`src/rtl/adc_seq_pkg.sv`:
```
package adc_seq_pkg;

  typedef enum logic [1:0] {
    PH_IDLE,
    PH_SYNC,
    PH_SAMPLE,
    PH_BITS
  } conv_phase_e;

  localparam int SAMPLE_TICKS = 3;
  localparam int DIV_W        = 5;

  // speed code to master-clock divisor
  function automatic logic [DIV_W-1:0] speed_to_div(input logic [2:0] code);
    logic [DIV_W-1:0] d;
    case (code)
      3'd0:    d = DIV_W'(2);
      3'd1:    d = DIV_W'(3);
      3'd2:    d = DIV_W'(4);
      3'd3:    d = DIV_W'(6);
      3'd4:    d = DIV_W'(8);
      3'd5:    d = DIV_W'(10);
      3'd6:    d = DIV_W'(12);
      default: d = DIV_W'(18);
    endcase
    return d;
  endfunction

endpackage

```
`src/rtl/adc_clk_div.sv`:
```
module adc_clk_div
  import adc_seq_pkg::*;
(
  input  logic       clk,
  input  logic       rst_n,
  input  logic [2:0] speed_sel,
  output logic       tick
);

  logic [DIV_W-1:0] cnt;
  logic [DIV_W-1:0] div;

  assign div  = speed_to_div(speed_sel);
  assign tick = (cnt >= div - 1'b1);

  always_ff @(posedge clk or negedge rst_n) begin
    if (!rst_n)    cnt <= '0;
    else if (tick) cnt <= '0;
    else           cnt <= cnt + 1'b1;
  end

  // every divisor is at least 2, so converter ticks never touch
  a_r2_tick_gap: assert property (@(posedge clk) disable iff (!rst_n)
    tick |=> !tick);

endmodule

```
`src/rtl/adc_start_sel.sv`:
```
module adc_start_sel (
  input  logic clk,
  input  logic rst_n,
  input  logic sw_start,
  input  logic tmr_trig,
  input  logic ext_pin,
  input  logic ext_en,
  input  logic ext_src,
  output logic start
);

  logic pin_m, pin_s, pin_d;
  logic pin_rise;

  always_ff @(posedge clk or negedge rst_n) begin
    if (!rst_n) begin
      pin_m <= 1'b0;
      pin_s <= 1'b0;
      pin_d <= 1'b0;
    end else begin
      pin_m <= ext_pin;
      pin_s <= pin_m;
      pin_d <= pin_s;
    end
  end

  assign pin_rise = pin_s & ~pin_d;
  assign start    = sw_start | (ext_en & (ext_src ? pin_rise : tmr_trig));

endmodule

```
`src/rtl/adc_sar_core.sv`:
```
module adc_sar_core
  import adc_seq_pkg::*;
#(
  parameter int W = 10
) (
  input  logic         clk,
  input  logic         rst_n,
  input  logic         tick,
  input  logic         go,
  input  logic         cmp_in,
  output logic [W-1:0] dac_code,
  output logic         sampling,
  output logic         done,
  output logic [W-1:0] result
);

  localparam int BW = $clog2(W);
  localparam logic [W-1:0] MSB_TRIAL = {1'b1, {(W-1){1'b0}}};

  conv_phase_e   ph;
  logic [1:0]    scnt;
  logic [BW-1:0] bidx;
  logic [W-1:0]  code;
  logic          in_bits;

  always_ff @(posedge clk or negedge rst_n) begin
    if (!rst_n) begin
      ph   <= PH_IDLE;
      scnt <= '0;
      bidx <= '0;
      code <= '0;
    end else if (go) begin
      ph   <= PH_SYNC;
      scnt <= '0;
      bidx <= '0;
      code <= '0;
    end else if (tick) begin
      case (ph)
        PH_SYNC: begin
          ph   <= PH_SAMPLE;
          scnt <= '0;
        end
        PH_SAMPLE: begin
          if (scnt == 2'(SAMPLE_TICKS - 1)) begin
            ph   <= PH_BITS;
            code <= MSB_TRIAL;
            bidx <= BW'(W - 1);
          end else begin
            scnt <= scnt + 1'b1;
          end
        end
        PH_BITS: begin
          code[bidx] <= cmp_in;
          if (bidx == '0) begin
            ph <= PH_IDLE;
          end else begin
            code[bidx - 1'b1] <= 1'b1;
            bidx              <= bidx - 1'b1;
          end
        end
        default: ph <= PH_IDLE;
      endcase
    end
  end

  assign dac_code = code;
  assign sampling = (ph == PH_SAMPLE);
  assign in_bits  = (ph == PH_BITS);
  assign done     = tick && in_bits && (bidx == '0);
  assign result   = {code[W-1:1], cmp_in};

  // the trial code only moves on a converter clock or a restart
  a_r3_code_holds: assert property (@(posedge clk) disable iff (!rst_n)
    (!tick && !go) |=> $stable(dac_code));

  // the search opens with only the MSB set
  a_r3_msb_first: assert property (@(posedge clk) disable iff (!rst_n)
    $rose(in_bits) |-> (dac_code == MSB_TRIAL));

endmodule

```
`src/rtl/adc_result_store.sv`:
```
module adc_result_store #(
  parameter int W   = 10,
  parameter int NCH = 16,
  parameter int CHW = 4
) (
  input  logic         clk,
  input  logic         rst_n,
  input  logic         wr_en,
  input  logic [W-1:0] wr_data,
  input  logic [CHW-1:0] wr_ch,
  input  logic         buf_mode,
  input  logic [CHW:0] ring_len,
  input  logic         ovr_clr,
  input  logic         res_ready,
  output logic [W-1:0] data_q,
  output logic [CHW-1:0] data_ch_q,
  output logic         buf_full,
  output logic         res_valid,
  output logic [W-1:0] res_data,
  output logic [CHW-1:0] res_ch,
  output logic         ovr
);

  logic [W-1:0]   mem_d [NCH];
  logic [CHW-1:0] mem_c [NCH];
  logic [NCH-1:0] unread;
  logic [CHW-1:0] wptr, rptr;
  logic           buf_wr, pop, w_last, r_last, ovr_hit;

  assign buf_wr  = wr_en && buf_mode;
  assign pop     = res_valid && res_ready;
  assign w_last  = ({1'b0, wptr} >= ring_len - 1'b1);
  assign r_last  = ({1'b0, rptr} >= ring_len - 1'b1);
  assign buf_full = buf_wr && w_last;
  assign ovr_hit = buf_wr && unread[wptr] && !(pop && (rptr == wptr));

  assign res_valid = unread[rptr];
  assign res_data  = mem_d[rptr];
  assign res_ch    = mem_c[rptr];

  genvar g;
  generate
    for (g = 0; g < NCH; g++) begin : g_slot
      always_ff @(posedge clk or negedge rst_n) begin
        if (!rst_n) begin
          mem_d[g]  <= '0;
          mem_c[g]  <= '0;
          unread[g] <= 1'b0;
        end else begin
          if (pop && (rptr == CHW'(g))) unread[g] <= 1'b0;
          if (buf_wr && (wptr == CHW'(g))) begin
            mem_d[g]  <= wr_data;
            mem_c[g]  <= wr_ch;
            unread[g] <= 1'b1;
          end
        end
      end
    end
  endgenerate

  always_ff @(posedge clk or negedge rst_n) begin
    if (!rst_n) begin
      wptr      <= '0;
      rptr      <= '0;
      data_q    <= '0;
      data_ch_q <= '0;
      ovr       <= 1'b0;
    end else begin
      if (wr_en) begin
        data_q    <= wr_data;
        data_ch_q <= wr_ch;
      end
      if (buf_wr) wptr <= w_last ? '0 : wptr + 1'b1;
      if (pop)    rptr <= r_last ? '0 : rptr + 1'b1;
      if (ovr_hit)      ovr <= 1'b1;
      else if (ovr_clr) ovr <= 1'b0;
    end
  end

  // overrun stays up until cleared
  a_r12_ovr_sticky: assert property (@(posedge clk) disable iff (!rst_n)
    (ovr && !ovr_clr) |=> ovr);

  // an offered slot holds until taken or replaced
  a_r11_offer_holds: assert property (@(posedge clk) disable iff (!rst_n)
    (res_valid && !res_ready && !wr_en) |=> (res_valid && $stable(res_data)));

endmodule

```
`src/rtl/adc_seq_ctrl.sv`:
```
module adc_seq_ctrl #(
  parameter int W   = 10,
  parameter int NCH = 16
) (
  input  logic                     clk,
  input  logic                     rst_n,
  input  logic                     sw_start,
  input  logic                     tmr_trig,
  input  logic                     ext_pin,
  input  logic                     ext_en,
  input  logic                     ext_src,
  input  logic                     cont_mode,
  input  logic                     scan_mode,
  input  logic                     buf_mode,
  input  logic [$clog2(NCH)-1:0]   chan_sel,
  input  logic [2:0]               speed_sel,
  input  logic                     eoc_clr,
  input  logic                     eoc_ie,
  input  logic                     ovr_clr,
  input  logic                     cmp_in,
  output logic [$clog2(NCH)-1:0]   chan_out,
  output logic [W-1:0]             dac_code,
  output logic                     sample_o,
  output logic                     busy,
  output logic                     eoc_flag,
  output logic                     eoc_irq,
  output logic [W-1:0]             data_out,
  output logic [$clog2(NCH)-1:0]   data_ch,
  output logic                     res_valid,
  input  logic                     res_ready,
  output logic [W-1:0]             res_data,
  output logic [$clog2(NCH)-1:0]   res_ch,
  output logic                     ovr_flag
);

  localparam int CHW = $clog2(NCH);

  logic           tick, start, go, done, buf_full, eoc_set;
  logic           running, run_n, chg;
  logic [CHW-1:0] cur_ch, nxt_ch, chan_q, top_eff, first_ch;
  logic [CHW:0]   ring_len;
  logic [W-1:0]   result;

  adc_clk_div u_div (
    .clk       (clk),
    .rst_n     (rst_n),
    .speed_sel (speed_sel),
    .tick      (tick)
  );

  adc_start_sel u_start (
    .clk      (clk),
    .rst_n    (rst_n),
    .sw_start (sw_start),
    .tmr_trig (tmr_trig),
    .ext_pin  (ext_pin),
    .ext_en   (ext_en),
    .ext_src  (ext_src),
    .start    (start)
  );

  adc_sar_core #(.W(W)) u_core (
    .clk      (clk),
    .rst_n    (rst_n),
    .tick     (tick),
    .go       (go),
    .cmp_in   (cmp_in),
    .dac_code (dac_code),
    .sampling (sample_o),
    .done     (done),
    .result   (result)
  );

  assign top_eff  = (chan_sel == '0) ? CHW'(1) : chan_sel;
  assign first_ch = scan_mode ? CHW'(1) : chan_sel;
  assign ring_len = scan_mode ? {1'b0, top_eff} : (CHW+1)'(NCH);
  assign chg      = running && (chan_sel != chan_q);

  always_comb begin
    go     = 1'b0;
    nxt_ch = cur_ch;
    run_n  = running;
    if (!running) begin
      if (start) begin
        go     = 1'b1;
        nxt_ch = first_ch;
        run_n  = 1'b1;
      end
    end else if (chg) begin
      go     = 1'b1;
      nxt_ch = first_ch;
    end else if (done) begin
      if (scan_mode && (cur_ch < top_eff)) begin
        go     = 1'b1;
        nxt_ch = cur_ch + 1'b1;
      end else if (cont_mode) begin
        go     = 1'b1;
        nxt_ch = first_ch;
      end else begin
        run_n  = 1'b0;
      end
    end
  end

  always_ff @(posedge clk or negedge rst_n) begin
    if (!rst_n) begin
      running <= 1'b0;
      cur_ch  <= '0;
      chan_q  <= '0;
    end else begin
      running <= run_n;
      cur_ch  <= nxt_ch;
      chan_q  <= chan_sel;
    end
  end

  adc_result_store #(.W(W), .NCH(NCH), .CHW(CHW)) u_store (
    .clk       (clk),
    .rst_n     (rst_n),
    .wr_en     (done),
    .wr_data   (result),
    .wr_ch     (cur_ch),
    .buf_mode  (buf_mode),
    .ring_len  (ring_len),
    .ovr_clr   (ovr_clr),
    .res_ready (res_ready),
    .data_q    (data_out),
    .data_ch_q (data_ch),
    .buf_full  (buf_full),
    .res_valid (res_valid),
    .res_data  (res_data),
    .res_ch    (res_ch),
    .ovr       (ovr_flag)
  );

  assign eoc_set = buf_mode ? buf_full : done;

  always_ff @(posedge clk or negedge rst_n) begin
    if (!rst_n)       eoc_flag <= 1'b0;
    else if (eoc_set) eoc_flag <= 1'b1;
    else if (eoc_clr) eoc_flag <= 1'b0;
  end

  assign eoc_irq  = eoc_flag & eoc_ie;
  assign chan_out = cur_ch;
  assign busy     = running;

  // the end-of-conversion flag only falls on a clear
  a_r10_eoc_sticky: assert property (@(posedge clk) disable iff (!rst_n)
    (eoc_flag && !eoc_clr) |=> eoc_flag);

  // with no run active the sampling switch stays open
  a_r4_idle_no_sample: assert property (@(posedge clk) disable iff (!rst_n)
    !running |-> !sample_o);

  // the multiplexer select moves only on a (re)start
  a_r9_chan_hold: assert property (@(posedge clk) disable iff (!rst_n)
    (running && !go) |=> $stable(chan_out));

endmodule

```
`config.mk`:
```
export PLATFORM = sky130hd
export DESIGN_NAME = adc_seq_ctrl
export DESIGN_NICKNAME = d
export VERILOG_FILES = /design/src/rtl/adc_seq_pkg.sv /design/src/rtl/adc_clk_div.sv /design/src/rtl/adc_start_sel.sv /design/src/rtl/adc_sar_core.sv /design/src/rtl/adc_result_store.sv /design/src/rtl/adc_seq_ctrl.sv
export SDC_FILE = /design/constraint.sdc
export NUM_CORES = 1
export LEC_CHECK = 0
export BUFFER_PORTS_ARGS = -buffer_cell sky130_fd_sc_hd__buf_2
export CAP_MARGIN = 0
export CORE_MARGIN = 1
export CORE_UTILIZATION = 30
export CTS_CLUSTER_SIZE = 8
export DETAILED_ROUTE_END_ITERATION = 7
export PLACE_DENSITY = 0.54
export SYNTH_ARGS = -nofsm -noshare
export SYNTH_HDL_FRONTEND = slang
export SYNTH_SLANG_ARGS = --single-unit
```
`constraint.sdc`:
```
create_clock -name clk -period 2.7 [get_ports clk]
set_input_delay 0.405 -clock clk [delete_from_list [all_inputs] [get_ports clk]]
set_output_delay 0.405 -clock clk [all_outputs]
set_load 0.02 [all_outputs]
```
# ---- Word-level counts from Yosys, hierarchy flattened
# Cells that the tools add are included.
# Widths: inputs -> output; s select.
dict set report word_totals {
  register_bits 299
  input_bits 22
  output_inout_bits 48
  wordCells 310
}
dict set report classes {
  add_sub_neg 8
  n_lt_le_gt_ge 11
  n_eq_ne 48
  mux 94
  n_bitwise 7
  n_reduce_logical 77
}
# operator count
set ops {}
lappend ops {{$eq 4x4->1 const B} 16}
lappend ops {{$mux 4} 16}
lappend ops {{$mux 10} 6}
lappend ops {{$mux 1} 51}
lappend ops {{$logic_and 1x1->1} 44}
lappend ops {{$bmux 10 s4} 1}
lappend ops {{$reduce_bool 2->1} 20}
lappend ops {{$pmux 5 s7} 1}
lappend ops {{$eq 4x3->1 const B} 8}
lappend ops {{$lt 4x5->1 const B} 4}
lappend ops {{$pmux 10 s2} 1}
lappend ops {{$bmux 4 s4} 1}
lappend ops {{$eq 4x2->1 const B} 4}
lappend ops {{$logic_not 4->1} 4}
lappend ops {{$mux 2} 7}
lappend ops {{$add 4x1->4 const B} 3}
lappend ops {{$reduce_and 3->1} 4}
lappend ops {{$bwmux 10} 1}
lappend ops {{$ge 4x5->1} 2}
lappend ops {{$mux 5} 2}
lappend ops {{$or 10x10->10} 1}
lappend ops {{$sub 5x1->5 const B} 2}
lappend ops {{$eq 3x3->1 const B} 3}
lappend ops {{$ne 3x3->1 const B} 3}
lappend ops {{30 further kinds} 40}

# ---- Longest topological paths before layout
dict set report depth {
  word_depth 11
  depth_mapped 14
  ltp_nobuf 12
}

# ---- Hierarchy
# From an unflattened synthesis, not the netlist that was laid out.
dict set report unflattened {
  cells_unflattened 1091
  hier_area_um2 14888.0
}
# module n_inst cells_per_inst area_per_inst_um2 seq_area_each_um2
set modules_own_cells {}
lappend modules_own_cells {adc_result_store 1 801 12265.5 6581.3}
lappend modules_own_cells {adc_sar_core 1 172 1478.9 450.4}
lappend modules_own_cells {adc_seq_ctrl 1 71 651.9 250.2}
lappend modules_own_cells {adc_clk_div 1 40 392.9 125.1}
lappend modules_own_cells {adc_start_sel 1 7 98.8 75.1}

# ---- Worst setup path after synthesis
# OpenSTA, ideal clock, no wires.
dict set report synth_path {
  path_type {input-to-reg}
  from {input port speed_sel[2]}
  to {register u_store.mem_c[48] (netlist bit)}
  setup_ps 125
  arrival_ps 2835
  t_required_ps 2575
  path_slack_ps -260
  path_stages 14
  path_buffers 3
  cell_sequence {nor2_1 > nand2_1 > ha_1 > nor3b_1 > a21oi_1 > ha_1 > a21o_1 > a31o_1 > buf_6 > nand3_2 > or3_1 > buf_2 > buf_6 > mux2_4}
}
dict set report synth_between {
  elab_chain_cells 8
  word_cells_on_any_way 14
  classes_between {add/sub: 1; order compare: 1; eq/ne: 6; mux: 1; reduce/logical: 5}
}
# item line_no
set synth_lines {}
lappend synth_lines {{start: declaration} adc_seq_ctrl.sv:16} ;# input logic [2:0] speed_sel,
lappend synth_lines {{$eq 3x3->1 (tied with other cells)} adc_seq_pkg.sv:16} ;# case (code)
lappend synth_lines {{$pmux 5 s7 (*)} adc_seq_pkg.sv:16}
lappend synth_lines {{$sub 5x1->5 (*)} adc_clk_div.sv:14} ;# assign tick = (cnt >= div - 1'b1);
lappend synth_lines {{$ge 5x5->1 (*)} adc_clk_div.sv:14}
lappend synth_lines {{$logic_and 1x1->1 (*) (2 in series)} adc_sar_core.sv:69} ;# assign done = tick && in_bits && (bidx == '0);
lappend synth_lines {{$logic_and 1x1->1 (*)} adc_result_store.sv:30} ;# assign buf_wr = wr_en && buf_mode;
lappend synth_lines {{$logic_and 1x1->1 (*)} adc_result_store.sv:51} ;# if (buf_wr && (wptr == CHW'(g))) begin
lappend synth_lines {{end signal: indexed assignment} adc_result_store.sv:53} ;# mem_c[g] <= wr_ch;
lappend synth_lines {{end: declaration} adc_result_store.sv:25} ;# logic [CHW-1:0] mem_c [NCH];
# Mark *: on every way between the ends. The rest lies on a longest branch, timed or not.
# A chain may end at the register's enable or synchronous reset.

# ---- Worst setup path after layout
dict set report layout_path {
  from {register u_store.rptr[0]}
  to {output port res_ch[2]}
}
dict set report layout_between {
  elab_chain_cells 4
}
# item line_no
set layout_lines {}
lappend layout_lines {{start: declaration} adc_result_store.sv:27} ;# logic [CHW-1:0] wptr, rptr;
lappend layout_lines {{start signal: assignment} adc_result_store.sv:74} ;# if (pop) rptr <= r_last ? '0 : rptr + 1'b1;
lappend layout_lines {{$not 4->5 (not written as such)} adc_result_store.sv:39} ;# assign res_ch = mem_c[rptr];
lappend layout_lines {{$bmux 4 s4} adc_result_store.sv:39}
lappend layout_lines {{$mux 4 (not written as such) (2 in series)} adc_result_store.sv:39}
lappend layout_lines {{end: declaration} adc_seq_ctrl.sv:32} ;# output logic [$clog2(NCH)-1:0] res_ch,
# No other way between the ends. The select of a mux whose other input is x is not followed.

==> qor.csv <==
metric,value,unit
Worst Path Required,2.30,ns
Synth top area share,50.3,%
Die W,225,microns
Synth area leader,dfrtp_1,
Setup Viol. Count Final,15,
sw power,2.69,mW
Min-Delay Path Class,input pin to flip-flop,
DIE AREA,50500,sq um
Sw Share,25.1,%
P&R area growth vs syn,23.8,%
PwrDens,581,nW/um^2
pin count of the biggest net entering global routing,73,
Initial Utilization,30.4,%
fin worst setup slack,-0.229,ns
Max Clock Skew,0.0227,ns
met2 wire length,18.9,mm
Clk pwr share,44.6,%
Layout Nets,1274,
relative max-transition margin,37.2,%
status,"complete, but fails checks",
max-cap violation count,0,
syn nets,1134,
vias in the first global route,10000,
M1 WL,19.1,mm
CTS Buffer Depth,3,
"Async S/R FF share, synth",100,%
Internal,8.01,mW
CTS Sinks,299,
RSZ-0062 raised after global routing,yes,
antenna cell count,0,
Die Y,225,microns
clk slew on worst S/H paths,0.05,ns
Worst Reg-to-Reg Cells,9,
synth top area cells,"dfrtp_1 (50%), mux2_2 (17%), mux4_2 (12%), ha_1 (3.1%), nand2_1 (1.5%)",
simple-gate portion of the synthesized area,6.75,%
Least-Margin Pin Slew,0.942,ns
residual DRC count,0,
hold_ws,0.0593,ns
Row Count,81,
Seq cells post-synth,299,
Post-Synthesis Cells,1075,
initial antenna violation count,0,
core area,49000,sq um
sequential power share,44.0,%
dpl hpwl,26.2,mm
CTS tree,yes,
drt pass-1 iters,5,
Routed Wire Length,40.1,mm
Worst R2R Setup Slack,0.22,ns
top routing layer in use,met4,
power share of the combinational group,11.4,%
fmax,0.341,GHz
Hold Path Stages,2,
Post-synth top cells,"dfrtp_1 (299), mux2_2 (228), mux4_2 (78)",
mux contribution to synthesized area,30.3,%
peak supply drop,0.357,mV
Synth Area in Compound Gates,5.34,%
cell with the most instances after synthesis,dfrtp_1,
"Cell Area, Synth",14900,sq um
met3 wire len,1.27,mm
IO Pins,70,
layout cell share with drive strength beyond 1,46.9,%
reg2reg end,u_store.mem_c[33],
"Hold Vio Cnt, Final",0,
"antenna viol nets, final",0,
minimum clock period after layout,2.93,ns
drt wl/cell,21.3,microns
Final Cycle Share,108,%
CP Max Fanout,8,
Synth Area in XOR/XNOR,0.824,%
largest family of logic cells by synthesized area,multiplexers,
Post-synth top flop,dfrtp_1,
Synth Warn #,0,
clock latency on the worst-skew pair,0.55,ns
RePlAce Congestion,0.850,
CTS Buf Count,43,
WP data arrival,2.52,ns
Startpoint Class,flip-flop,
htree depth,2,
Adder-Cell Fraction of Synth Area,3.11,%
Syn Area/Cell,13.8,sq um
vias,9430,
Yosys cell types,67,
Buffers on Ports,69,
critical path class,flip-flop to output pin,
hold endpoint,u_store.ovr,
failing checks,negative setup slack,
"Seq/Total Area, Yosys",50.3,%
Post-synth EDFFs,0,
"non-filler cells, final",1885,
Vias/cell,5.00,
Final Max Tran Viols,0,
Reg-to-Reg Start,u_core.bidx[0],
min-delay src,ovr_clr,
CP Capture Type,output pin,
Placed Cells incl. Taps,1825,
Leak,8.98,nW
global-route wire length before repair,62.7,mm
"Remaining Overflow, GRT",0,
total global-route track usage,16.4,%
root buffer cell,clkbuf_16,
DR iter-0 viols,478,
-- cell families (layout without fill, tap and decap cells) --
| kind of cell | Yosys count | in the layout |
|---|---|---|
| compound gates | 119 | 119 |
| xor+xnor | 14 | 14 |
| fa+ha+maj | 37 | 37 |
| buf+inv | 111 | 257 |
| flops | 299 | 299 |
| mux | 320 | 320 |
| simple gates | 175 | 175 |
-- metrics by stage --
stage / setup slack, ns / power (mW) / utilization [%] / instance area [sq um] / TNS (ns)
2_1_floorplan: -0.0623 / 5.50 / - / 15200 / -0.654
3_3_place_gp: -0.352 / 5.97 / 34.8 / 17000 / -72.41
3_5_place_dp: -0.365 / 5.98 / 34.8 / 17000 / -73.94
4_1_cts: -0.279 / 10.9 / 37.6 / 18400 / -3.68
5_1_grt: -0.295 / 11.1 / 37.6 / 18400 / -4.09
6_report: -0.229 / 10.7 / 37.6 / 18400 / -2.99
-- per-layer routing --
layer | global-route usage (%) | vias to the layer above
met5 | 0 | -
met4 | 4.85 | 0
met3 | 1.80 | 56
met2 | 26.2 | 182
met1 | 23.3 | 4965
li1 | - | 4227
-- registers in the layout, indices dropped and copies added (netlist names), 2 cells and up --
signal and flops:
u_store.mem_d 160, u_store.mem_c 64, u_store.unread 16, u_core.dac_code 10, u_store.data_q 10, u_div.cnt 5
chan_out 4, chan_q 4, u_core.bidx 4, u_store.data_ch_q 4, u_store.rptr 4, u_store.wptr 4
u_core.ph 2, u_core.scnt 2
-- area by class of cell --
cell class	count	area, sq um
repair buffers	176	1620
clock buffers	48	1100
well taps	664	831
fillers	4585	30500
flip-flops and latches	299	7490
clock inverters	3	55.1
multi-input cells	665	7200
inverters	30	113
-- worst max-delay path, stage by stage (launching register included) --
cell,delay (ns)
dfrtp_4,0.44
buf_6,0.16
buf_12,0.15
mux4_2,0.50
mux4_2,0.53
buf_2,0.19
-- timing repair --
item / 4_1_cts / 5_1_grt
gates cloned: 2 / 0
endpoints found under the setup margin: 15 / 15
buffers inserted: 5 / 0
hold buffers: 2 / 0
hold endpoints to repair: 67 / 0
resized for setup: 25 / 5
-- layout by cell type, fill, tap and decap left out, drive strengths merged, types with 7 or more instances in the layout --
cell type,count
dfrtp,299
mux2,238
buf,174
mux4,78
nand2,58
clkbuf,48
o21ai,44
ha,37
nor2,37
inv,31
nand3,21
a21oi,17
nor3,12
xor2,8
nand2b,8
a211oi,7
a22oi,7
-- power by group through the flow --
stage | registers [mW] | logic [mW] | clock network (mW)
after floorplan | 4.79 | 0.700 | 0
after global placement | 4.78 | 1.19 | 0
after detailed placement | 4.78 | 1.20 | 0
after CTS | 4.70 | 1.25 | 4.92
after global routing | 4.72 | 1.35 | 5.07
final | 4.71 | 1.22 | 4.77
-- worst max-delay path by stage --
stage                          from           endpoint  slack (ns)
floorplan              speed_sel[1]  u_store.mem_c[48]       -0.06
global placement       speed_sel[1]  u_store.mem_d[85]       -0.35
detailed placement     speed_sel[1]  u_store.mem_d[88]       -0.37
CTS                 u_store.rptr[0]        res_data[6]       -0.28
global route        u_store.rptr[0]        res_data[0]       -0.29
finish              u_store.rptr[0]          res_ch[2]       -0.23
Note: power is estimated with default switching activity, not from simulation.
